===== config.mk =====
export PLATFORM = sky130hd
export DESIGN_NAME = gpio_event_ctrl
export DESIGN_NICKNAME = d
export VERILOG_FILES = /design/src/rtl/gpio_ev_pkg.sv /design/src/rtl/gpio_ev_sync.sv /design/src/rtl/gpio_ev_pin.sv /design/src/rtl/gpio_ev_bank.sv /design/src/rtl/gpio_event_ctrl.sv
export SDC_FILE = /design/constraint.sdc
export NUM_CORES = 1
export LEC_CHECK = 0
export BUFFER_PORTS_ARGS = -buffer_cell sky130_fd_sc_hd__buf_4
export CORE_MARGIN = 2
export CORE_UTILIZATION = 45
export CTS_CLUSTER_DIAMETER = 80
export DETAILED_ROUTE_END_ITERATION = 8
export SETUP_SLACK_MARGIN = 0.15
export SYNTH_ARGS = -nofsm -noshare
export SYNTH_HDL_FRONTEND = slang
export SYNTH_SLANG_ARGS = --single-unit

===== constraint.sdc =====
create_clock -name clk -period 2.65 [get_ports clk]
set_input_delay 0.53 -clock clk [delete_from_list [all_inputs] [get_ports clk]]
set_output_delay 0.53 -clock clk [all_outputs]
set_load 0.01 [all_outputs]

===== src/rtl/gpio_ev_pkg.sv =====
package gpio_ev_pkg;

   localparam int WORD_W      = 32;
   localparam int CFG_BASE    = 'h600;
   localparam int CFG_STRIDE  = 16;
   localparam int STS_BASE    = 'h100;
   localparam int ENA_BASE    = 'h110;
   localparam int BANK_STRIDE = 4;

   localparam int B_DRIVE   = 0;
   localparam int B_SENSE   = 1;
   localparam int B_INVERT  = 23;
   localparam int B_MODE_LO = 25;
   localparam int B_MODE_HI = 26;

   typedef enum logic [1:0] {
      EV_LEVEL     = 2'b00,
      EV_RISE      = 2'b01,
      EV_LEVEL_ALT = 2'b10,
      EV_BOTH      = 2'b11
   } ev_mode_e;

   typedef struct packed {
      logic     drive;
      logic     invert;
      ev_mode_e mode;
   } pin_cfg_t;

endpackage


===== src/rtl/gpio_ev_sync.sv =====
module gpio_ev_sync #(
   parameter int WIDTH  = 8,
   parameter int STAGES = 2
) (
   input  logic             clk,
   input  logic             rst_n,
   input  logic [WIDTH-1:0] d,
   output logic [WIDTH-1:0] q
);

   if (STAGES < 2) begin : g_bad_stages
      $error("gpio_ev_sync: STAGES must be at least 2");
   end

   logic [WIDTH-1:0] chain_q [STAGES];

   always_ff @(posedge clk or negedge rst_n) begin
      if (!rst_n) begin
         for (int s = 0; s < STAGES; s++) chain_q[s] <= '0;
      end else begin
         chain_q[0] <= d;
         for (int s = 1; s < STAGES; s++) chain_q[s] <= chain_q[s-1];
      end
   end

   assign q = chain_q[STAGES-1];

endmodule


===== src/rtl/gpio_ev_pin.sv =====
module gpio_ev_pin
   import gpio_ev_pkg::*;
(
   input  logic              clk,
   input  logic              rst_n,
   input  logic              cfg_we,
   input  logic [WORD_W-1:0] wdata,
   input  logic              pin_sync,
   output logic              drive,
   output logic [WORD_W-1:0] cfg_rd,
   output logic              ev_hit
);

   pin_cfg_t cfg_q;
   logic     seen_q;
   logic     cooked;

   assign cooked = pin_sync ^ cfg_q.invert;

   always_ff @(posedge clk or negedge rst_n) begin
      if (!rst_n) begin
         cfg_q  <= '0;
         seen_q <= 1'b0;
      end else begin
         if (cfg_we) begin
            cfg_q.drive  <= wdata[B_DRIVE];
            cfg_q.invert <= wdata[B_INVERT];
            cfg_q.mode   <= ev_mode_e'(wdata[B_MODE_HI:B_MODE_LO]);
         end
         seen_q <= cooked;
      end
   end

   always_comb begin
      unique case (cfg_q.mode)
         EV_RISE:      ev_hit = cooked & ~seen_q;
         EV_BOTH:      ev_hit = cooked ^ seen_q;
         EV_LEVEL,
         EV_LEVEL_ALT: ev_hit = cooked;
         default:      ev_hit = cooked;
      endcase
   end

   always_comb begin
      cfg_rd                      = '0;
      cfg_rd[B_DRIVE]             = cfg_q.drive;
      cfg_rd[B_SENSE]             = pin_sync;
      cfg_rd[B_INVERT]            = cfg_q.invert;
      cfg_rd[B_MODE_HI:B_MODE_LO] = cfg_q.mode;
   end

   assign drive = cfg_q.drive;

endmodule


===== src/rtl/gpio_ev_bank.sv =====
module gpio_ev_bank
   import gpio_ev_pkg::*;
#(
   parameter logic [WORD_W-1:0] LIVE_MASK = '1
) (
   input  logic              clk,
   input  logic              rst_n,
   input  logic              sts_we,
   input  logic              ena_we,
   input  logic [WORD_W-1:0] wdata,
   input  logic [WORD_W-1:0] hit,
   output logic [WORD_W-1:0] sts,
   output logic [WORD_W-1:0] ena
);

   logic [WORD_W-1:0] sts_q, ena_q, clr;

   assign clr = sts_we ? wdata : '0;

   always_ff @(posedge clk or negedge rst_n) begin
      if (!rst_n) begin
         sts_q <= '0;
         ena_q <= '0;
      end else begin
         // a fresh event overrides a clear in the same cycle
         sts_q <= ((sts_q & ~clr) | hit) & LIVE_MASK;
         if (ena_we) ena_q <= wdata & LIVE_MASK;
      end
   end

   assign sts = sts_q;
   assign ena = ena_q;

endmodule


===== src/rtl/gpio_event_ctrl.sv =====
module gpio_event_ctrl
   import gpio_ev_pkg::*;
#(
   parameter int NUM_PINS    = 80,
   parameter int ADDR_W      = 12,
   parameter int SYNC_STAGES = 2
) (
   input  logic                clk,
   input  logic                rst_n,
   input  logic                wr_en,
   input  logic                rd_en,
   input  logic [ADDR_W-1:0]   addr,
   input  logic [WORD_W-1:0]   wdata,
   output logic [WORD_W-1:0]   rdata,
   input  logic [NUM_PINS-1:0] pin_in,
   output logic [NUM_PINS-1:0] pin_out,
   output logic                irq
);

   localparam int NUM_BANKS = (NUM_PINS + WORD_W - 1) / WORD_W;
   localparam int BANK_BITS = NUM_BANKS * WORD_W;
   localparam int CFG_LAST  = CFG_BASE + CFG_STRIDE * (NUM_PINS - 1);

   if (NUM_PINS < 1 || NUM_PINS > 128) begin : g_bad_pins
      $error("gpio_event_ctrl: NUM_PINS must lie in 1..128");
   end
   if (CFG_LAST >= (1 << ADDR_W)) begin : g_bad_addr
      $error("gpio_event_ctrl: ADDR_W too narrow for the pin count");
   end

   logic [NUM_PINS-1:0]  pin_sync;
   logic [NUM_PINS-1:0]  hit;
   logic [NUM_PINS-1:0]  cfg_we;
   logic [WORD_W-1:0]    cfg_rd [NUM_PINS];
   logic [BANK_BITS-1:0] hit_pad;
   logic [BANK_BITS-1:0] sts_flat;
   logic [BANK_BITS-1:0] en_flat;
   logic [WORD_W-1:0]    rd_word;
   logic [WORD_W-1:0]    rdata_q;

   gpio_ev_sync #(
      .WIDTH  (NUM_PINS),
      .STAGES (SYNC_STAGES)
   ) i_sync (
      .clk   (clk),
      .rst_n (rst_n),
      .d     (pin_in),
      .q     (pin_sync)
   );

   for (genvar p = 0; p < NUM_PINS; p++) begin : g_pin
      localparam logic [ADDR_W-1:0] MY_ADDR = ADDR_W'(CFG_BASE + CFG_STRIDE * p);
      assign cfg_we[p] = wr_en && (addr == MY_ADDR);

      gpio_ev_pin i_pin (
         .clk      (clk),
         .rst_n    (rst_n),
         .cfg_we   (cfg_we[p]),
         .wdata    (wdata),
         .pin_sync (pin_sync[p]),
         .drive    (pin_out[p]),
         .cfg_rd   (cfg_rd[p]),
         .ev_hit   (hit[p])
      );
   end

   always_comb begin
      hit_pad               = '0;
      hit_pad[NUM_PINS-1:0] = hit;
   end

   for (genvar b = 0; b < NUM_BANKS; b++) begin : g_bank
      localparam int LIVE = (NUM_PINS - WORD_W * b) >= WORD_W ? WORD_W
                                                               : (NUM_PINS - WORD_W * b);
      localparam logic [WORD_W-1:0] MASK = (LIVE == WORD_W) ? {WORD_W{1'b1}}
                                                            : ((WORD_W'(1) << LIVE) - WORD_W'(1));
      localparam logic [ADDR_W-1:0] S_ADDR = ADDR_W'(STS_BASE + BANK_STRIDE * b);
      localparam logic [ADDR_W-1:0] E_ADDR = ADDR_W'(ENA_BASE + BANK_STRIDE * b);

      gpio_ev_bank #(
         .LIVE_MASK (MASK)
      ) i_bank (
         .clk    (clk),
         .rst_n  (rst_n),
         .sts_we (wr_en && (addr == S_ADDR)),
         .ena_we (wr_en && (addr == E_ADDR)),
         .wdata  (wdata),
         .hit    (hit_pad[b*WORD_W +: WORD_W]),
         .sts    (sts_flat[b*WORD_W +: WORD_W]),
         .ena    (en_flat[b*WORD_W +: WORD_W])
      );
   end

   always_comb begin
      rd_word = '0;
      for (int b = 0; b < NUM_BANKS; b++) begin
         if (addr == ADDR_W'(STS_BASE + BANK_STRIDE * b)) rd_word = sts_flat[b*WORD_W +: WORD_W];
         if (addr == ADDR_W'(ENA_BASE + BANK_STRIDE * b)) rd_word = en_flat[b*WORD_W +: WORD_W];
      end
      for (int p = 0; p < NUM_PINS; p++) begin
         if (addr == ADDR_W'(CFG_BASE + CFG_STRIDE * p)) rd_word = cfg_rd[p];
      end
   end

   always_ff @(posedge clk or negedge rst_n) begin
      if (!rst_n)     rdata_q <= '0;
      else if (rd_en) rdata_q <= rd_word;
   end

   assign rdata = rdata_q;
   assign irq   = |(sts_flat & en_flat);

endmodule


==> impl_metrics.csv <==
group,metric,value,unit
floorplanning,area_inside_the_core_boundary,0.08198,sq mm
drt,drt_wl_total,165200,microns
drt,vias,32890,
synthesis,post_synth_num_cell_types,85,
clock_tree,numClockSinks,752,
global_route,grt_max_degree,91,
clock_tree,cts_tree,"yes",
floorplanning,rows,105,
global_route,gr_met2_demand_resource,56.11,%
setup_path,slowest_delay,460,ps
timing,post-route-period-util,106.2,%
finish,area.growth.synth_to_final,35.13,%
synthesis,synth_area_per_cell,10.70,sq um
synthesis,synth_area,0.03719,sq mm
finish,nNetsFinal,4474,
setup_path,worstSetupStartpointType,"input port",
setup_path,r2r_setup_slack,10,ps
synthesis,synthArstFlopShare,100.0,%
global_route,grt_pass1_wl,235000,microns
synthesis,ys.flop_type,"sky130_fd_sc_hd__dfrtp_1",
synthesis,synth_enable_flop_cells,0,
setup_path,r2r-start,"g_bank[0].i_bank.sts[23]$_DFF_PN0_",
floorplanning,i_o_pin_total,241,
min_path,min_from,"wdata[19]",
global_route,grt_util_met3,9.086,%
timing,smallest_setup_slack_after_layout,-164.5,ps
global_route,global_route.usage.total,38.31,%
timing,max-slew-margin-rel,5.561,%
setup_path,r2r-end,"rdata[23]$_DFFE_PN0P_",
setup_path,timing.critical_path.slowest_stage_cell,"sky130_fd_sc_hd__or4_4",
timing,finalClockSkew,36.15,ps
floorplanning,chipHeight,291.5,microns
setup_path,worst_path_most_repeated_cell,"sky130_fd_sc_hd__buf_4",
global_route,grt-busiest-layer,"met2",
pwr,leakage,23.79,nW
drt,route.detailed.drc,0,
global_route,grt_util_met1,53.26,%
min_path,worst_hold_path_type,"in -> reg",
synthesis,yosysWarnings,0,
drt,final_ant_viol_nets,0,
setup_path,endpoint_kind,"flop",
clock_tree,cts_htree_levels,3,
setup_path,worst-setup-path-type,"in -> reg",
setup_path,worst_ep_arrival_time,3390,ps
run_status,status,"complete, but fails checks",
clock_tree,worst_skew_pair.late_latency,670,ps
timing,achievable-frequency,0.3553,GHz
setup_path,crit_path_from,"addr[4]",
timing,finalSetupViolations,5,
synthesis,synth_largest_type_area_fraction,50.59,%
timing,unrepaired_setup_endpoints_after_global_routing,"yes",
drt,first_iter_violations,3300,
timing,drv_slew,0,
drt,drt-vias-per-instance,6.078,
clock_tree,clock_path_buffers,3,
pwr,max-vdd-ir-drop,536.2,uV
min_path,timing.hold.worst_path_depth,2,
floorplanning,dieWidth,291.5,microns
synthesis,seq_area_frac_synth,50.59,%
run_status,violations,"negative setup slack",
synthesis,syn-num-nets,3684,
synthesis,synth.ff_latch_count,752,
place,port_buffers,240,
timing,period_minus_slack,2815,ps
place,place_congestion,1.032,
global_route,number_of_global_route_vias_before_repair,32050,
floorplanning,starting_density,45.37,%
clock_tree,cts_buffers,85,
min_path,timing.hold.worst_endpoint,"g_bank[0].i_bank.ena[19]$_DFFE_PN0P_",
drt,routedWlPerCell,30.54,microns
run,max_cap_viols,0,
pwr,power_density,523.5,mW/mm^2
setup_path,worst-endpoint-required,3220,ps
synthesis,synth_area_leaders,"sky130_fd_sc_hd__dfrtp_1 (51%), sky130_fd_sc_hd__mux2_2 (12%), sky130_fd_sc_hd__nand2_1 (4.6%), sky130_fd_sc_hd__ha_1 (2.7%), sky130_fd_sc_hd__o21ai_0 (2.7%)",
setup_path,timing.critical_path.cells,"buf_4, buf_4, or4_4, buf_12, nor3_4, buf_4, and2_1, o221ai_2, a211oi_2, o211ai_1, a211oi_2, o211a_1",
clock_tree,root_buffer,"sky130_fd_sc_hd__clkbuf_16",
global_route,number_of_antenna_violations_at_the_first_check_in_global_routing,13,
global_route,gr-total-overflow,0,
finish,layout-drive-gt1-share,38.94,%
synthesis,post_synth_inst_count,3476,
setup_path,cell_depth_of_the_worst_flop_to_flop_path,8,
timing,tightestPinTransition,1402,ps
synthesis,synth.largest_area_cell,"sky130_fd_sc_hd__dfrtp_1",
drt,drt-pass1-iter-count,6,
timing,setup-tns-final,-502.9,ps
setup_path,worstPathMaxFanout,6,
floorplanning,floorplan.die_area,0.08497,sq mm
place,detailedPlacementHpwl,126400,microns
synthesis,synth.most_common_cell,"sky130_fd_sc_hd__dfrtp_1",
timing,number_of_endpoints_with_negative_hold_slack_in_the_final_report,0,
synthesis,synth.cells.most_frequent,"sky130_fd_sc_hd__dfrtp_1 (752), sky130_fd_sc_hd__nand2_1 (452), sky130_fd_sc_hd__mux2_2 (403)",
timing,final.hold.worst_slack,137.2,ps
clock_tree,clk_transition_reported_paths,60,ps
-- critical path, delay by kind of cell --
kind                   cells  cell delay, ps
AO/OA/AOI/OAI              5            1400
AND/OR/NAND/NOR            3             790
buffers and inverters      4             640
-- logic make-up (layout without fill, tap and decap cells) --
| family | after synthesis | after routing | synth area share, % |
|---|---|---|---|
| other cells | 0 | 6 | 0 |
| mux | 446 | 446 | 13.42 |
| compound gates | 725 | 725 | 13.27 |
| xor+xnor | 82 | 82 | 1.931 |
| buf+inv | 407 | 1266 | 5.211 |
| fa+ha+maj | 80 | 80 | 2.691 |
| flops | 752 | 752 | 50.59 |
| simple gates | 984 | 984 | 12.89 |
-- worst max path at each step --
stage	end	slack (ps)	depth (start not counted)
3_3_place_gp	rdata[26]$_DFFE_PN0P_	-1460	11
2_1_floorplan	rdata[23]$_DFFE_PN0P_	-160	11
4_1_cts	irq	-120	7
5_1_grt	irq	-230	6
3_5_place_dp	rdata[23]$_DFFE_PN0P_	-1530	13
6_report	rdata[23]$_DFFE_PN0P_	-160	12
-- layout by cell type, fill, tap and decap left out, drive strengths merged, types with 20 or more instances in the layout --
cell and instances:
a211oi 22, mux2 411, clkbuf 126, a22oi 54, ha 80, xor2 80
a22o 20, nor2 150, o21ai 207, buf 897, inv 135, nand4 49
o22ai 73, a221oi 29, nand3 74, o221ai 23, mux2i 34, nor3 65
nand2 452, dlygate4sd3 81, nor4 62, dfrtp 752, a21oi 93, o2bb2ai 50
and2 47
-- state kept, by name (all words and copies together), names as in the netlist --
register and cells:
g_pin.i_pin.cfg_rd 240, g_bank.i_bank.ena 80, g_bank.i_bank.sts 80, g_pin.i_pin.drive 80
g_pin.i_pin.seen_q 80, i_sync.chain_q 80, i_sync.q 80, rdata 32
-- power by group --
group          switching [mW]  internal [mW]
logic                    1.47          0.859
clock network            5.09           7.02
registers               0.176           11.7
total                    6.73           19.6
-- area by class of cell --
cell class                      instances  area, sq um
Fill cell                            6869        31720
Tap cell                             1070         1339
Clock buffer                          122         2499
Sequential cell                       752        18820
Antenna cell                            6        15.01
Multi-Input combinational cell       2317        18020
Clock inverter                         34        375.4
Inverter                              127        476.7
Timing Repair Buffer                  983         8715
-- what timing repair did --
action | 4_1_cts | 5_1_grt
resized for setup | 138 | 200
hold endpoints to repair | 102 | 0
hold buffers | 81 | 0
pin swaps | 38 | 81
endpoints found under the setup margin | 33 | 52
setup buffers | 20 | 41
gates cloned | 3 | 3
-- layer usage --
metal | vias up | share of wire [%]
met3 | 464 | 9.6
met1 | 16580 | 42
li1 | 14120 | -
met5 | - | 0.067
met2 | 1701 | 43
met4 | 16 | 5.8
-- metrics by stage --
stage	area, sq um	setup slack (ps)	util (%)	total power, mW	std cells
after floorplan	37470	-157.1	-	12.69	3476
after global placement	44220	-1457	53.94	14.08	5101
after detailed placement	44220	-1530	53.94	14.10	5101
after CTS	48800	-124.0	59.53	26.33	5361
after global routing	50250	-230.5	61.29	27.05	5405
final	50260	-164.5	61.31	26.31	5411
(Power assumes the default switching activity.)
